--- src/rtl/ladder_seq_pkg.sv ---
package ladder_seq_pkg;

  typedef enum logic [1:0] {
    PH_IDLE   = 2'd0,
    PH_INIT   = 2'd1,
    PH_LADDER = 2'd2,
    PH_CONV   = 2'd3
  } phase_t;

  localparam logic [2:0] OP_NONE = 3'd0;
  localparam logic [2:0] OP_E1   = 3'd1;
  localparam logic [2:0] OP_E2   = 3'd2;
  localparam logic [2:0] OP_E3   = 3'd3;
  localparam logic [2:0] OP_E4   = 3'd4;
  localparam logic [2:0] OP_E5   = 3'd5;
  localparam logic [2:0] OP_E6   = 3'd6;

  localparam int NREG = 5;

  // one-hot register select: is_z picks Z over X, pair_one picks pair 1
  function automatic logic [NREG-1:0] coord_reg(input logic is_z, input logic pair_one);
    logic [NREG-1:0] r;
    r = '0;
    r[(pair_one ? 0 : 2) + (is_z ? 1 : 0)] = 1'b1;
    return r;
  endfunction

  function automatic logic [NREG-1:0] t_reg();
    logic [NREG-1:0] r;
    r = '0;
    r[NREG-1] = 1'b1;
    return r;
  endfunction

  // instruction placed in a slot of one ladder bit
  function automatic logic [2:0] slot_op(input int unsigned slot, input int unsigned e5s,
                                         input logic same);
    if (slot == 0)             return same ? OP_E2 : OP_E1;
    else if (slot == 1)        return same ? OP_E1 : OP_E2;
    else if (slot == 2)        return OP_E3;
    else if (slot == 3)        return OP_E4;
    else if (slot == e5s)      return OP_E5;
    else if (slot == e5s + 1)  return OP_E6;
    return OP_NONE;
  endfunction

  // destination of the multiplier result; sel=1 means pair 1 is i
  function automatic logic [NREG-1:0] mul_dest_f(input logic [2:0] op, input logic sel);
    case (op)
      OP_E1:   return coord_reg(1'b0, sel);
      OP_E2:   return coord_reg(1'b1, sel);
      OP_E3:   return coord_reg(1'b0, ~sel);
      OP_E4:   return coord_reg(1'b1, ~sel);
      OP_E5:   return t_reg();
      OP_E6:   return coord_reg(1'b0, sel);
      default: return '0;
    endcase
  endfunction

  // destination of the single-cycle side result
  function automatic logic [NREG-1:0] imm_dest_f(input logic [2:0] op, input logic sel);
    case (op)
      OP_E3:   return t_reg();
      OP_E5:   return coord_reg(1'b1, sel);
      default: return '0;
    endcase
  endfunction

  function automatic int unsigned clamp_len(input int unsigned raw, input int unsigned nb);
    if (raw < 1)  return 1;
    if (raw > nb) return nb;
    return raw;
  endfunction

endpackage

--- src/rtl/lseq_fsm.sv ---
module lseq_fsm
  import ladder_seq_pkg::*;
#(
  parameter int NB     = 163,
  parameter int TW     = 8,
  parameter int INIT_N = 6,
  parameter int CONV_N = 125,
  parameter int PERIOD = 8
) (
  input  logic                      clk,
  input  logic                      rst_n,
  input  logic                      start,
  input  logic [NB-1:0]             scalar,
  input  logic [TW-1:0]             bit_len,
  output phase_t                    phase,
  output logic [$clog2(PERIOD)-1:0] slot,
  output logic                      cur_bit,
  output logic                      same_bit,
  output logic                      bit_end,
  output logic                      done
);
  localparam int SW = $clog2(PERIOD);
  localparam int CW = $clog2(INIT_N + CONV_N + 1);

  logic [NB-1:0] sc;
  logic [TW-1:0] tlen, k, kp1;
  logic [CW-1:0] cnt;
  logic          top_bit;

  assign kp1      = k + 1'b1;
  assign top_bit  = (k == TW'(tlen - TW'(2)));
  assign cur_bit  = sc[k];
  assign same_bit = (cur_bit == (top_bit ? 1'b1 : sc[kp1]));
  assign bit_end  = (phase == PH_LADDER) && (slot == SW'(PERIOD - 1));

  always_ff @(posedge clk or negedge rst_n) begin
    if (!rst_n) begin
      phase <= PH_IDLE;
      sc    <= '0;
      tlen  <= '0;
      k     <= '0;
      cnt   <= '0;
      slot  <= '0;
      done  <= 1'b0;
    end else begin
      done <= 1'b0;
      case (phase)
        PH_IDLE: if (start) begin
          sc    <= scalar;
          tlen  <= TW'(clamp_len(int'(bit_len), NB));
          cnt   <= '0;
          phase <= PH_INIT;
        end
        PH_INIT: if (cnt == CW'(INIT_N)) begin
          cnt  <= '0;
          slot <= '0;
          if (tlen >= TW'(2)) begin
            k     <= TW'(tlen - TW'(2));
            phase <= PH_LADDER;
          end else begin
            phase <= PH_CONV;
          end
        end else begin
          cnt <= cnt + 1'b1;
        end
        PH_LADDER: if (bit_end) begin
          slot <= '0;
          if (k == '0) begin
            cnt   <= '0;
            phase <= PH_CONV;
          end else begin
            k <= k - 1'b1;
          end
        end else begin
          slot <= slot + 1'b1;
        end
        default: if (cnt == CW'(CONV_N - 1)) begin
          cnt   <= '0;
          done  <= 1'b1;
          phase <= PH_IDLE;
        end else begin
          cnt <= cnt + 1'b1;
        end
      endcase
    end
  end
endmodule

--- src/rtl/lseq_issue.sv ---
module lseq_issue
  import ladder_seq_pkg::*;
#(
  parameter int SW  = 3,
  parameter int E5S = 5
) (
  input  logic            in_ladder,
  input  logic [SW-1:0]   slot,
  input  logic            same_bit,
  input  logic            cur_bit,
  output logic [2:0]      instr,
  output logic            issue,
  output logic            sel_ij,
  output logic [NREG-1:0] mul_dest,
  output logic [NREG-1:0] imm_dest
);
  always_comb begin
    instr    = in_ladder ? slot_op(32'(slot), E5S, same_bit) : OP_NONE;
    issue    = (instr != OP_NONE);
    sel_ij   = in_ladder & cur_bit;
    mul_dest = mul_dest_f(instr, sel_ij);
    imm_dest = imm_dest_f(instr, sel_ij);
  end
endmodule

--- src/rtl/lseq_wb.sv ---
module lseq_wb #(
  parameter int LAT = 4,
  parameter int NR  = 5
) (
  input  logic          clk,
  input  logic          rst_n,
  input  logic [NR-1:0] mul_dest,
  input  logic [NR-1:0] imm_dest,
  output logic [NR-1:0] wr_en
);
  logic [LAT-1:0][NR-1:0] stage;
  logic [NR-1:0]          imm_q;

  generate
    if (LAT == 1) begin : g_single
      always_ff @(posedge clk or negedge rst_n) begin
        if (!rst_n) stage <= '0;
        else        stage <= mul_dest;
      end
    end else begin : g_shift
      always_ff @(posedge clk or negedge rst_n) begin
        if (!rst_n) stage <= '0;
        else        stage <= {stage[LAT-2:0], mul_dest};
      end
    end
  endgenerate

  always_ff @(posedge clk or negedge rst_n) begin
    if (!rst_n) imm_q <= '0;
    else        imm_q <= imm_dest;
  end

  assign wr_en = stage[LAT-1] | imm_q;
endmodule

--- src/rtl/ladder_sequencer.sv ---
module ladder_sequencer
  import ladder_seq_pkg::*;
#(
  parameter int NB      = 163,
  parameter int LAT     = 4,
  parameter int FORWARD = 1,
  parameter int INIT_N  = 6,
  parameter int CONV_N  = 125
) (
  input  logic                     clk,
  input  logic                     rst_n,
  input  logic                     start,
  input  logic [NB-1:0]            scalar,
  input  logic [$clog2(NB+1)-1:0]  bit_len,
  output logic [2:0]               instr,
  output logic                     issue,
  output logic                     sel_ij,
  output logic [NREG-1:0]          wr_en,
  output logic [1:0]               phase,
  output logic                     done
);
  localparam int TW     = $clog2(NB + 1);
  localparam int E5S    = (FORWARD != 0) ? LAT + 1 : LAT + 2;
  localparam int PERIOD = E5S + 3;
  localparam int SW     = $clog2(PERIOD);

  phase_t          ph;
  logic [SW-1:0]   slot;
  logic            cur_bit, same_bit, bit_end;
  logic [NREG-1:0] mul_dest, imm_dest;

  lseq_fsm #(.NB(NB), .TW(TW), .INIT_N(INIT_N), .CONV_N(CONV_N), .PERIOD(PERIOD)) i_fsm (
    .clk(clk), .rst_n(rst_n), .start(start), .scalar(scalar), .bit_len(bit_len),
    .phase(ph), .slot(slot), .cur_bit(cur_bit), .same_bit(same_bit),
    .bit_end(bit_end), .done(done)
  );

  lseq_issue #(.SW(SW), .E5S(E5S)) i_issue (
    .in_ladder(ph == PH_LADDER), .slot(slot), .same_bit(same_bit), .cur_bit(cur_bit),
    .instr(instr), .issue(issue), .sel_ij(sel_ij),
    .mul_dest(mul_dest), .imm_dest(imm_dest)
  );

  lseq_wb #(.LAT(LAT), .NR(NREG)) i_wb (
    .clk(clk), .rst_n(rst_n), .mul_dest(mul_dest), .imm_dest(imm_dest), .wr_en(wr_en)
  );

  assign phase = ph;
endmodule

--- config.mk ---
export PLATFORM = sky130hd
export DESIGN_NAME = ladder_sequencer
export DESIGN_NICKNAME = d
export VERILOG_FILES = /design/src/rtl/ladder_seq_pkg.sv /design/src/rtl/lseq_fsm.sv /design/src/rtl/lseq_issue.sv /design/src/rtl/lseq_wb.sv /design/src/rtl/ladder_sequencer.sv
export SDC_FILE = /design/constraint.sdc
export NUM_CORES = 1
export LEC_CHECK = 0
export ABC_AREA = 1
export ABC_CLOCK_PERIOD_IN_PS = 3600
export BUFFER_PORTS_ARGS = -buffer_cell sky130_fd_sc_hd__buf_2
export CAP_MARGIN = 20
export CELL_PAD_IN_SITES_DETAIL_PLACEMENT = 1
export CELL_PAD_IN_SITES_GLOBAL_PLACEMENT = 2
export CORE_MARGIN = 4
export CORE_UTILIZATION = 30
export CTS_BUF_LIST = sky130_fd_sc_hd__clkbuf_4 sky130_fd_sc_hd__clkbuf_8
export DETAILED_ROUTE_END_ITERATION = 10
export GPL_ROUTABILITY_DRIVEN = 0
export PLACE_DENSITY = 0.83
export SETUP_SLACK_MARGIN = 0.1
export SLEW_MARGIN = 20
export SYNTH_ARGS = -nofsm -noshare
export SYNTH_HDL_FRONTEND = slang
export SYNTH_SLANG_ARGS = --single-unit
export TNS_END_PERCENT = 50
--- constraint.sdc ---
create_clock -name clk -period 3.6 [get_ports clk]
set_input_delay 0.18 -clock clk [delete_from_list [all_inputs] [get_ports clk]]
set_output_delay 0.18 -clock clk [all_outputs]
set_load 0.1 [all_outputs]
==> results of run 1 <==
-- through the flow --
stage	cell area (um2)	utilization	total power, mW	cells
6_report	17760	0.4319	5.421	2722
3_3_place_gp	13870	0.3375	2.634	2424
4_1_cts	17150	0.4172	5.501	2699
3_5_place_dp	13870	0.3375	2.638	2424
5_1_grt	17760	0.4319	5.637	2722
2_1_floorplan	12550	-	2.476	1789
-- state kept, by name (all words and copies together) (netlist names) --
signal / flops
i_wb.stage: 20
i_fsm.tlen: 8
i_fsm.sc: 163
i_fsm.k: 8
i_fsm.done: 1
i_fsm.phase: 2
i_wb.imm_q: 3
i_fsm.cnt: 8
i_fsm.slot: 3
-- power breakdown --
| group | switching (mW) | leakage [nW] | internal, mW |
|---|---|---|---|
| logic | 0.120 | 5.73 | 0.193 |
| registers | 0 | 2.60 | 2.43 |
| clock network | 1.14 | 0.470 | 1.54 |
| total | 1.26 | 8.80 | 4.16 |
-- path summary, 6_finish.rpt --
path	from	end	slack, ps	cells after the start
max	i_fsm.k[1]	instr[0]	170	18
max in group asynchronous	rst_n	i_fsm.sc[144]	2390	3
min reg2reg	i_wb.stage[0]	i_wb.stage[5]	350	0
min in group asynchronous	rst_n	i_fsm.sc[17]	160	2
min	start	i_fsm.tlen[7]	40	3
max reg2reg	i_fsm.k[1]	i_wb.stage[0]	390	21
-- cell families after synthesis --
family,synth area share
compound gates,0.09219
xor+xnor,0.008970
fa+ha+maj,0.01794
buf+inv,0.08989
flops,0.4305
simple gates,0.3605
-- worst max-delay path: stages, from the launching register on --
cell and delay [ps]:
dfrtp_2 440, buf_12 220, nand2_2 130, clkinv_4 120, nand3_4 110, o21ai_1 230, nand2_2 200, inv_2 190
a21oi_2 100, a21oi_4 170, nand2_4 90, nand2_4 90, nand2_4 60, nand3_2 60, nand2_2 70, nand2_4 80
nand2_4 60, inv_4 60, buf_12 160
-- layer usage --
metal / wire length [um] / GRT usage
met5: 0 / 0
met4: 1624 / 0.08752
met3: 2586 / 0.03379
met2: 25550 / 0.3824
met1: 22890 / 0.2896
-- area by class of cell --
cell class                 count  area (um2)  area share
inverter                     138       565.5     0.03185
clock inverter                17       195.2     0.01099
sequential                   216        5413      0.3048
timing repair buffer         437        3859      0.2173
clock buffer                  54       686.9     0.03868
multi-input combinational   1328        6372      0.3589
tap                          532       665.6     0.03749
-- cell usage in the layout, fill, tap and decap left out, drive strengths merged --
| cell type | n |
|---|---|
| o211ai | 16 |
| buf | 242 |
| ha | 18 |
| nand4 | 9 |
| a21boi | 1 |
| nand3b | 1 |
| o31ai | 1 |
| nand2 | 727 |
| nor3b | 1 |
| xor2 | 11 |
| bufinv | 4 |
| xnor2 | 1 |
| a31oi | 4 |
| or2 | 6 |
| clkbuf | 64 |
| nor4 | 3 |
| bufbuf | 2 |
| dlygate4sd3 | 183 |
| o311ai | 1 |
| o221ai | 1 |
| nor2 | 98 |
| a21oi | 42 |
| clkinvlp | 1 |
| dfrtp | 216 |
| nor3 | 8 |
| inv | 138 |
| clkinv | 12 |
| nand3 | 228 |
| o21ai | 146 |
| o22ai | 5 |
-- timing repair --
item,CTS,global route
setup buffers,14,14
setup endpoints to repair,3,3
gates resized for setup,52,69
hold endpoints to repair,248,0
hold buffers,183,0
pin swaps,8,36
gates cloned,7,9
==> results.sh, run 1 <==
export IMPL_drt_iter0_drc=765
export IMPL_drv_cap=0
export IMPL_hp_class="in -> reg"
export IMPL_cts_buffers=41
export IMPL_placementRows=74
export IMPL_drc=0
export IMPL_status="finished clean"
export IMPL_p_leak_nw=8.800
export IMPL_worst_pin_slew_ps=1015
export IMPL_crit_required_ps=3420
export IMPL_skew_ps=39.70
export IMPL_p_per_area_nw_per_um2=305.3
export IMPL_cts_sink_count=216
export IMPL_post_route_period_util=0.9538
export IMPL_grt_pass1_vias=14600
export IMPL_crit_type="reg -> out"
export IMPL_timing_fmax_ghz=0.2912
export IMPL_synth_area_um2=12550
export IMPL_cts_root_buf="clkbuf_8"
export IMPL_pre_cts_ws_ps=101.5
export IMPL_critPathLaunchType="register"
export IMPL_htree_levels=2
export IMPL_grt_pass1_wl_um=80480
export IMPL_fillCellCount=5083
export IMPL_critPathMaxFanout=22
export IMPL_dr_pass1_iters=5
export IMPL_avgSynthCellArea_um2=7.018
export IMPL_fin_crit_ps=3434
export IMPL_syn2layout_area_growth_pct=41.44
export IMPL_synth_top_area_share=0.4305
export IMPL_dp_hpwl_um=31390
export IMPL_vias=13690
export IMPL_dieHeight_um=212.6
export IMPL_viasPerCell=5.028
export IMPL_async_flop_share=1.000
export IMPL_rsz0062_at_grt="true"
export IMPL_synthFlopType="dfrtp_1"
export IMPL_drive_gt1_frac=0.1950
export IMPL_synth_top_area_cell="dfrtp_1"
export IMPL_die_w_um=212.6
export IMPL_ctsLongestPathBuffers=3
export IMPL_dieArea_um2=45190
export IMPL_ant_nets=0
export IMPL_ir_drop_uv=160.6
export IMPL_ys_ff_latch=216
export IMPL_yosysSeqAreaShare=0.4305
export IMPL_cts_tree="built"
export IMPL_grt_max_degree=90
export IMPL_synthesis_nets=1981
export IMPL_port_buffers=186
export IMPL_crit_path_end_kind="primary output"
export IMPL_cp_data_arrival_time_ps=3250
export IMPL_wire_per_inst_um=19.34
export IMPL_start_util=0.3054
export IMPL_core_um2=41110
export IMPL_finalSetupViolCount=0
export IMPL_hold_viol_final=0
export IMPL_synthTopCellsByArea="dfrtp_1 43%, nand2_1 21%, nand3_1 8.8%, o21ai_0 4.6%, inv_1 3.8%"
export IMPL_synth_edff_count=0
export IMPL_path_clk_slew_ps=70
export IMPL_drv_slew=0
export IMPL_n_antenna_cell=0
export IMPL_clk_latency_ps=610
export IMPL_wl_um=52650
export IMPL_grt_ovfl_total=0
export IMPL_synth_cell_types=43
export IMPL_track_usage=0.2250
export IMPL_postSynthCellCount=1789
export IMPL_hold_ws_ps=40.49
export IMPL_yosys_warnings=0
export IMPL_fin_ws_ps=166.2
export IMPL_maxSlewHeadroom=0.3233
export IMPL_ios=187
export IMPL_tns_ps=0
export IMPL_antenna_found_initial=0
export IMPL_nNetsFinal=2354
export IMPL_synth_common_cells="717 x nand2_1, 220 x nand3_1, 216 x dfrtp_1"
export IMPL_synth_most_common_cell="nand2_1"
No activity file was read; power rests on OpenSTA's default activity.
==> inputs of run 2 (changes only) <==
Settings changed: CTS_CLUSTER_SIZE set to 30, PLACE_DENSITY 0.83 to 0.81, REMOVE_ABC_BUFFERS set to 1.
==> run 2 against run 1 <==
  * Clock power up 9.3%
  * Utilization down 0.69 points
  * Die area unchanged
  * Combinational power about the same
  * Global-route usage about the same
  * Via count down 2.3%
==> results.sh, run 2 (synthesis gave the netlist of run 1 again) <==
export IMPL_hold_ws_ps=161.6
export IMPL_grt_pass1_vias=14640
export IMPL_critPathMaxFanout=8
export IMPL_ios=187
export IMPL_critPathLaunch="i_fsm.k[0]"
export IMPL_nNetsFinal=2334
export IMPL_dieHeight_um=212.6
export IMPL_clk_latency_ps=600
export IMPL_wire_per_inst_um=18.84
export IMPL_hold_viol_final=0
export IMPL_start_util=0.3054
export IMPL_drive_gt1_frac=0.1754
export IMPL_ant_nets=0
export IMPL_p_per_area_nw_per_um2=324.4
export IMPL_fillCellCount=5088
export IMPL_dieArea_um2=45190
export IMPL_crit_path_end_kind="primary output"
export IMPL_mostFrequentLayoutCell="nand2_1"
export IMPL_worst_pin_slew_ps=926.7
export IMPL_cts_tree="built"
export IMPL_drv_slew=0
export IMPL_hp_class="in -> reg"
export IMPL_cts_sink_count=216
export IMPL_p_leak_nw=8.732
export IMPL_track_usage=0.2253
export IMPL_grt_max_degree=112
export IMPL_pre_cts_ws_ps=225.7
export IMPL_core_um2=41110
export IMPL_ir_drop_uv=170.9
export IMPL_ctsLongestPathBuffers=3
export IMPL_timing_fmax_ghz=0.2878
export IMPL_die_w_um=212.6
export IMPL_grt_pass1_wl_um=80740
export IMPL_p_total_mw=5.668
export IMPL_dp_hpwl_um=31020
export IMPL_final_cell_mix="712 x nand2_1, 213 x dfrtp_1, 210 x nand3_1"
export IMPL_cts_root_buf="clkbuf_8"
export IMPL_vias=13370
export IMPL_postLayoutCoreUtil=0.4251
export IMPL_skew_ps=22.98
export IMPL_placementRows=74
export IMPL_path_clk_slew_ps=60
export IMPL_tns_ps=0
export IMPL_port_buffers=186
export IMPL_finalSetupViolCount=0
export IMPL_largest_register="i_fsm.sc"
export IMPL_multi_input_area_um2=6206
export IMPL_syn2layout_area_growth_pct=39.19
export IMPL_largest_register_ffs=163
export IMPL_antenna_found_initial=1
export IMPL_critPathLaunchType="register"
export IMPL_drv_cap=0
export IMPL_grt_ovfl_total=0
export IMPL_viasPerCell=4.941
export IMPL_drt_iter0_drc=811
export IMPL_crit_required_ps=3420
export IMPL_hp_start="start"
export IMPL_crit_type="reg -> out"
export IMPL_fin_crit_ps=3475
export IMPL_cts_buffers=42
export IMPL_rsz0062_at_grt="true"
export IMPL_htree_levels=2
export IMPL_status="finished clean"
export IMPL_rr_startpoint="i_fsm.k[0]"
export IMPL_post_route_period_util=0.9651
export IMPL_register_area_um2=5411
export IMPL_dr_pass1_iters=6
export IMPL_cp_data_arrival_time_ps=3290
export IMPL_top_regs="i_fsm.sc (163), i_wb.stage (20)"
export IMPL_drc=0
export IMPL_wl_um=50970
export IMPL_fin_ws_ps=125.5
export IMPL_maxSlewHeadroom=0.3822
run 2: changes by cell type in the layout (fill, tap and decap cells not counted), sizes merged:
cell         previous run  this run
buf                   242       231
bufbuf                  2         5
bufinv                  4         5
clkinv                 12        10
diode                   0         1
dlygate4sd3           183       177
inv                   138       135
run 2: final timing paths:
check | cells past startpoint | slack [ps] | endpoint
worst max-delay path | 20 | 130 | instr[0]
worst min-delay path | 4 | 160 | i_fsm.cnt[6]
worst max register to register | 24 | 530 | i_wb.stage[2]
worst min register to register | 0 | 350 | i_wb.stage[7]
max in group asynchronous | 3 | 2290 | i_fsm.k[0]
min in group asynchronous | 2 | 240 | i_wb.stage[17]
run 2: final cells by class:
cell class	count	area share
Multi-Input combinational cell	1328	0.3551
Sequential cell	216	0.3097
Timing Repair Buffer	416	0.2083
Clock buffer	61	0.04554
Tap cell	532	0.03809
Inverter	138	0.03208
Clock inverter	13	0.01103
Antenna cell	1	0.0001432
run 2: repair_timing:
action,in CTS,in global routing
gates cloned,9,3
hold endpoints to repair,280,0
hold buffers,177,0
setup endpoints to repair,3,3
buffers inserted,16,4
resized for setup,41,31
pin swaps,6,17
run 2: through the flow:
step,instances,area (um2)
after detailed placement,2421,13860
after global placement,2421,13860
after global routing,2705,17470
final,2705,17470
after floorplan,1682,11950
after CTS,2697,17260
run 2: worst max-delay path, stage by stage (launching register included):
cell      delay, ps
dfrtp_4         530
inv_8            60
ha_4            330
clkinv_8        130
buf_8           160
a21oi_2          90
o21ai_1          80
nand3_1         100
nand3_1          80
nand2_1         100
nand2_1          80
nand3_2         100
nand3_4          90
nand2_4         130
nand2_4          60
nand2_4          80
nand3_4          90
nand2_4         110
nand2_4          50
inv_2            70
buf_12          160
run 2: power by group:
part	leakage, nW	internal (mW)	total, mW	switching, mW
sequential	2.60	2.43	2.43	0
combinational	5.61	0.193	0.314	0.121
clock	0.519	1.78	2.93	1.15
run 2: routing by layer:
layer,vias up,GRT usage,routed length (um)
li1,6418,-,-
met1,6556,0.2951,22840
met2,316,0.3910,24800
met3,75,0.03364,2147
met4,0,0.05953,1179
met5,-,0,0
